### src/rtl/lrd_pkg.sv
package lrd_pkg;
  typedef enum logic [1:0] {
    TGT_DRAM = 2'd0,
    TGT_GFX  = 2'd1,
    TGT_HUB  = 2'd2
  } tgt_e;

  localparam int SHADOW_SEGS = 13;
endpackage

### src/rtl/lrd_range.sv
// Inclusive window compare on an address slice.
module lrd_range #(
  parameter int W = 12
) (
  input  logic [W-1:0] value,
  input  logic [W-1:0] lo,
  input  logic [W-1:0] hi,
  output logic         in_range
);
  always_comb begin
    in_range = (value >= lo) && (value <= hi);
  end
endmodule

### src/rtl/lrd_shadow.sv
// Compatibility area segment match and per-direction attribute select.
module lrd_shadow #(
  parameter int SEGS = lrd_pkg::SHADOW_SEGS
) (
  input  logic [31:0]       addr,
  input  logic              write,
  input  logic [2*SEGS-1:0] attr,
  output logic              hit,
  output logic              to_dram
);
  localparam int SMALL_SEGS = SEGS - 1;

  logic [SEGS-1:0] seg_match;
  logic [SEGS-1:0] seg_permit;
  logic            in_area;
  logic            top_block;

  always_comb begin
    in_area   = (addr[31:20] == 12'h000) && (addr[19:18] == 2'b11);
    top_block = (addr[19:16] == 4'hF);
  end

  for (genvar g = 0; g < SEGS; g++) begin : g_seg
    if (g < SMALL_SEGS) begin : g_small
      always_comb begin
        seg_match[g] = in_area && !top_block && (addr[17:14] == 4'(g));
      end
    end else begin : g_top
      always_comb begin
        seg_match[g] = in_area && top_block;
      end
    end
    always_comb begin
      seg_permit[g] = write ? attr[2*g+1] : attr[2*g];
    end
  end

  always_comb begin
    hit     = in_area;
    to_dram = |(seg_match & seg_permit);
  end
endmodule

### src/rtl/lrd_prio.sv
// Fixed-priority selection among region hits.
module lrd_prio
  import lrd_pkg::*;
(
  input  logic apic_hit,
  input  logic legacy_hit,
  input  logic legacy_dram,
  input  logic vga_gfx,
  input  logic shadow_hit,
  input  logic shadow_dram,
  input  logic hole_hit,
  input  logic bridge_hit,
  input  logic below_ceiling,
  output tgt_e target
);
  always_comb begin
    if (apic_hit) begin
      target = TGT_HUB;
    end else if (legacy_hit) begin
      if (legacy_dram)  target = TGT_DRAM;
      else if (vga_gfx) target = TGT_GFX;
      else              target = TGT_HUB;
    end else if (shadow_hit) begin
      target = shadow_dram ? TGT_DRAM : TGT_HUB;
    end else if (hole_hit) begin
      target = TGT_HUB;
    end else if (bridge_hit) begin
      target = TGT_GFX;
    end else if (below_ceiling) begin
      target = TGT_DRAM;
    end else begin
      target = TGT_HUB;
    end
  end
endmodule

### src/rtl/legacy_region_decoder.sv
module legacy_region_decoder
  import lrd_pkg::*;
#(
  parameter int ADDR_W = 32,
  parameter int SEGS   = SHADOW_SEGS,
  parameter int CEIL_W = 5,
  parameter int BR_W   = 12
) (
  input  logic              clk,
  input  logic              rst_n,
  input  logic              req_valid,
  input  logic [ADDR_W-1:0] req_addr,
  input  logic              req_write,
  input  logic              req_smm,
  input  logic [2*SEGS-1:0] cfg_shadow_attr,
  input  logic [CEIL_W-1:0] cfg_tolm,
  input  logic              cfg_hole_en,
  input  logic              cfg_smm_en,
  input  logic              cfg_smm_open,
  input  logic              cfg_vga_gfx,
  input  logic [BR_W-1:0]   cfg_br_base,
  input  logic [BR_W-1:0]   cfg_br_limit,
  output logic              rsp_valid,
  output logic [1:0]        rsp_target
);
  localparam int CEIL_LSB   = ADDR_W - CEIL_W;
  localparam int BR_LSB     = ADDR_W - BR_W;
  localparam int APIC_LSB   = 19;
  localparam int LEGACY_LSB = 17;
  localparam int HOLE_LSB   = 20;
  localparam logic [ADDR_W-APIC_LSB-1:0]   APIC_KEY   = (ADDR_W-APIC_LSB)'(32'hFEC0_0000 >> APIC_LSB);
  localparam logic [ADDR_W-LEGACY_LSB-1:0] LEGACY_KEY = (ADDR_W-LEGACY_LSB)'(32'h000A_0000 >> LEGACY_LSB);
  localparam logic [ADDR_W-HOLE_LSB-1:0]   HOLE_KEY   = (ADDR_W-HOLE_LSB)'(32'h00F0_0000 >> HOLE_LSB);

  // Reset: asserted asynchronously, released on a clock edge.
  logic rst_meta_n;
  logic rst_sync_n;

  always_ff @(posedge clk or negedge rst_n) begin
    if (!rst_n) begin
      rst_meta_n <= 1'b0;
      rst_sync_n <= 1'b0;
    end else begin
      rst_meta_n <= 1'b1;
      rst_sync_n <= rst_meta_n;
    end
  end

  // Region matches
  logic apic_hit, legacy_hit, hole_win, bridge_hit;
  logic shadow_hit, shadow_dram;
  logic below_ceiling, legacy_dram, hole_hit;
  tgt_e target_d;

  lrd_range #(.W(ADDR_W-APIC_LSB)) u_apic (
    .value(req_addr[ADDR_W-1:APIC_LSB]), .lo(APIC_KEY), .hi(APIC_KEY), .in_range(apic_hit)
  );

  lrd_range #(.W(ADDR_W-LEGACY_LSB)) u_legacy (
    .value(req_addr[ADDR_W-1:LEGACY_LSB]), .lo(LEGACY_KEY), .hi(LEGACY_KEY), .in_range(legacy_hit)
  );

  lrd_range #(.W(ADDR_W-HOLE_LSB)) u_hole (
    .value(req_addr[ADDR_W-1:HOLE_LSB]), .lo(HOLE_KEY), .hi(HOLE_KEY), .in_range(hole_win)
  );

  lrd_range #(.W(BR_W)) u_bridge (
    .value(req_addr[ADDR_W-1:BR_LSB]), .lo(cfg_br_base), .hi(cfg_br_limit), .in_range(bridge_hit)
  );

  lrd_shadow #(.SEGS(SEGS)) u_shadow (
    .addr(req_addr[31:0]), .write(req_write), .attr(cfg_shadow_attr),
    .hit(shadow_hit), .to_dram(shadow_dram)
  );

  always_comb begin
    below_ceiling = (req_addr[ADDR_W-1:CEIL_LSB] <= cfg_tolm);
    legacy_dram   = cfg_smm_en && (cfg_smm_open || req_smm);
    hole_hit      = cfg_hole_en && hole_win;
  end

  lrd_prio u_prio (
    .apic_hit(apic_hit), .legacy_hit(legacy_hit), .legacy_dram(legacy_dram),
    .vga_gfx(cfg_vga_gfx), .shadow_hit(shadow_hit), .shadow_dram(shadow_dram),
    .hole_hit(hole_hit), .bridge_hit(bridge_hit), .below_ceiling(below_ceiling),
    .target(target_d)
  );

  // Output stage
  logic valid_q;
  tgt_e target_q;
  logic valid_d;
  tgt_e target_n;

  always_comb begin
    valid_d  = req_valid;
    target_n = req_valid ? target_d : target_q;
  end

  always_ff @(posedge clk or negedge rst_sync_n) begin
    if (!rst_sync_n) begin
      valid_q  <= 1'b0;
      target_q <= TGT_HUB;
    end else begin
      valid_q  <= valid_d;
      target_q <= target_n;
    end
  end

  assign rsp_valid  = valid_q;
  assign rsp_target = target_q;
endmodule

### config.mk
export PLATFORM = sky130hd
export DESIGN_NAME = legacy_region_decoder
export DESIGN_NICKNAME = d
export VERILOG_FILES = /design/src/rtl/lrd_pkg.sv /design/src/rtl/lrd_range.sv /design/src/rtl/lrd_shadow.sv /design/src/rtl/lrd_prio.sv /design/src/rtl/legacy_region_decoder.sv
export SDC_FILE = /design/constraint.sdc
export NUM_CORES = 1
export LEC_CHECK = 0
export BUFFER_PORTS_ARGS = -buffer_cell sky130_fd_sc_hd__buf_2
export CAP_MARGIN = 40
export CORE_MARGIN = 1
export CORE_UTILIZATION = 35
export DETAILED_ROUTE_END_ITERATION = 7
export GPL_TIMING_DRIVEN = 0
export HOLD_SLACK_MARGIN = 0.02
export PLACE_DENSITY = 0.85
export SYNTH_ARGS = -nofsm -noshare
export SYNTH_HDL_FRONTEND = slang
export SYNTH_SLANG_ARGS = --single-unit
### constraint.sdc
create_clock -name clk -period 0.8 [get_ports clk]
set_input_delay 0.04 -clock clk [delete_from_list [all_inputs] [get_ports clk]]
set_output_delay 0.04 -clock clk [all_outputs]
set_load 0.1 [all_outputs]
==> key figures <==
Outcome
  – Status: complete, but fails checks
  – Violated checks: setup timing

Routing
  – Remaining antenna violation count: 0
  – Drt wl/cell: 12.22 um
  – Via-per-instance ratio: 5.059
  – Remaining DRCs: 0
  – Starting DRC count in detailed routing: 40
  – Vias: 1452
  – Drt first pass iters: 4
  – WL final: 3.506 mm

Global route
  – Number of global-route vias before repair: 1373
  – Gr ovfl total: 0
  – Global-route wire length before repair: 5.671 mm
  – Tot GR Track Use: 0.1981
  – Initial antenna violation count: 0
  – Pin count of the biggest net entering global routing: 7

Synth
  – Post-synth net total: 274
  – Synth area leader: ha_1
  – Synth Instances: 149
  – Post-synth top area share: 0.2891
  – XOR/XNOR share of the synthesized area: 0
  – Mux share of post-synthesis cell area: 0.1555
  – Compound-Gate Fraction of Synth Area: 0.1625
  – Main combinational cell family by area after synthesis: adder cells
  – Synth cell types: 35
  – Cell Area, Synth: 0.001255 mm2
  – Post-Synth Simple-Gate Area: 0.1884
  – Ys Warns: 0
  – Mean Syn Cell Area: 8.423 um2
  – Synth top area cells: ha_1 29%, mux4_2 11%, inv_1 9.3%
  – Yosys reg bits: 5
  – Sequential share of the synthesized area: 0.1007
  – Post-synthesis adder-cell area fraction: 0.2891

Timing
  – Worst Skew: 3.472 ps
  – Ratio of final minimum period to clock period: 1.622
  – Shortest period the worst path allows: 1297 ps
  – Max Clk Rate: 770.7 MHz
  – Final Hold Viols: 0
  – # setup viols final: 5
  – Post-route setup slack: -497.5 ps
  – RSZ-0062 raised after global routing: yes
  – Slew Viols, Final: 0

Die
  – Starting Density: 0.3702
  – Top-Level Pins: 99
  – Die ar.: 0.003829 mm2
  – Core ar.: 0.003390 mm2
  – Chip width: 61.88 um
  – Row count: 21
  – Die Span Y: 61.88 um

Placement
  – DP HPWL: 2.940 mm
  – Final Wtd Congestion: 0.7170
  – Port Buf Inserts: 82

Finish
  – Layout cell share with drive strength beyond 1: 0.5311
  – Commonest cells after routing, fill and taps aside: 75 x buf_2, 29 x inv_1, 23 x ha_1
  – Fin util: 0.5976
  – Area Growth Syn to Fin: 61.42%
  – Commonest non-fill, non-tap cell in the layout: buf_2
  – Antenna cell count: 0
  – Nets: 367

Setup path
  – Critical path endpoint category: register
  – Slowest stage cell, crit path: o31ai_2
  – Worst setup SP type: input pin
  – Critical path class: in -> reg
  – Worst path cell trace: buf_6 > inv_4 > ha_4 > nor2b_4 > o211ai_1 > a21oi_1 > o31ai_2 > buf_4 > a41oi_2 > a21boi_2
  – CP max stage delay: 290 ps
  – Crit-path max FO: 2
  – Critical Path RT: 980 ps
  – Arrival @ worst endpoint: 1480 ps

Min path
  – Worst hold path type: reg -> async

Clocking
  – CTS H-tree depth: 1
  – Clock Path Buffers: 2
  – CTS tree: yes
  – Worst-Skew Late Latency: 250 ps
  – CTS sink cnt: 5
  – Clock Tree Root: clkbuf_4
  – Total CTS buffers: 3
  – Worst-path clk slew: 50 ps

Pwr
  – Power Density: 853.9 mW/mm2
  – Tot Pwr: 1.730 mW
  – Maximum VDD drop: 454.5 uV
  – Leakage power: 1.052 nW

Run
  – Max Cap Viol: 0
## power by group
group / switching (mW) / leakage (nW) / internal [mW]
clock network: 0.117 / 0.0177 / 0.182
registers: 0.0242 / 0.0565 / 0.292
logic: 0.563 / 0.978 / 0.552
total: 0.703 / 1.05 / 1.03
## layer usage
layer,wire [um],track usage
met4,26,0.06667
met1,1435,0.2284
met3,173,0.01863
met5,0,0
met2,1871,0.3794
## worst max-delay path, delay by kind of cell
kind                       cells  cell delay [ps]
AOI/OAI and AO/OA              5              820
adders and majority gates      1              190
and+or+nand+nor                1              120
buffers and inverters          3              310
## state kept, by name, summed over array words and instances (netlist names)
name / count
rst_sync_n: 1
rsp_target: 2
rst_meta_n: 1
rsp_valid: 1
## cells in the mapped netlist
library cell	number
nand4_1	9
o31a_1	1
and3_1	1
nor2_1	4
a21o_1	1
nand3b_1	2
a211oi_1	2
nand2_1	6
a31oi_1	2
nand2b_1	1
nor2b_1	2
dfrtp_1	4
or2_0	1
buf_2	2
ha_1	29
o211ai_1	4
inv_1	31
mux2i_1	6
a21oi_1	10
o31ai_1	1
o21ai_0	6
and4_1	1
o41a_2	1
nor4_2	3
conb_1	1
a21boi_1	1
mux4_2	6
nand3_1	2
o21ai_1	1
nor3_1	1
a41oi_1	1
dfstp_2	1
nand4b_1	3
and3b_1	1
a211o_1	1
## cell families after synthesis
logic type                 after synthesis
other                                    1
muxes                                   12
and+or+nand+nor                         37
AOI/OAI and AO/OA                       32
DFF                                      5
adders and majority gates               29
buffers and inverters                   33
## through the flow
step / setup TNS, ps / worst slack, ps / hold WS, ps / cells / instance area (um2)
6_report: -1364 / -497.5 / 38.25 / 287 / 2026
3_3_place_gp: -1789 / -770.1 / -174.3 / 277 / 1782
4_1_cts: -1240 / -397.0 / 40.30 / 285 / 1951
5_1_grt: -1673 / -581.9 / 54.82 / 287 / 2026
2_1_floorplan: -861.5 / -441.7 / -255.6 / 149 / 1314
3_5_place_dp: -1877 / -829.3 / -166.4 / 277 / 1782
## what timing repair did
item / 4_1_cts / 5_1_grt
pin swaps: 11 / 7
hold buffers: 2 / 0
setup buffers: 2 / 2
hold endpoints to repair: 3 / 0
resized for setup: 26 / 10
setup endpoints to repair: 5 / 5
gates cloned: 0 / 0
## layout make-up
type                            instances  area (um2)
Fill cell                             313        1364
Multi-Input combinational cell        111        1152
Timing Repair Buffer                   88       518.0
Sequential cell                         5       132.6
Inverter                               31       118.9
Tap cell                               46       57.56
Clock buffer                            3       22.52
Buffer                                  2       18.77
Clock inverter                          1       5.005
## final timing paths
| path | start | end | slack (ps) | cells after the start |
|---|---|---|---|---|
| setup / recovery | cfg_br_limit[1] | rsp_target[1] | -500 | 10 |
| hold / removal | rst_sync_n | rsp_valid | 40 | 0 |
| setup reg to reg | rsp_target[1] | rsp_target[1] | -250 | 3 |
| hold reg to reg | rst_sync_n | rsp_valid | 40 | 0 |
| max in group asynchronous | rst_sync_n | rsp_target[1] | 550 | 0 |
| min in group clk | cfg_vga_gfx | rsp_target[0] | 90 | 3 |
Note: power is estimated with default switching activity, not from simulation.
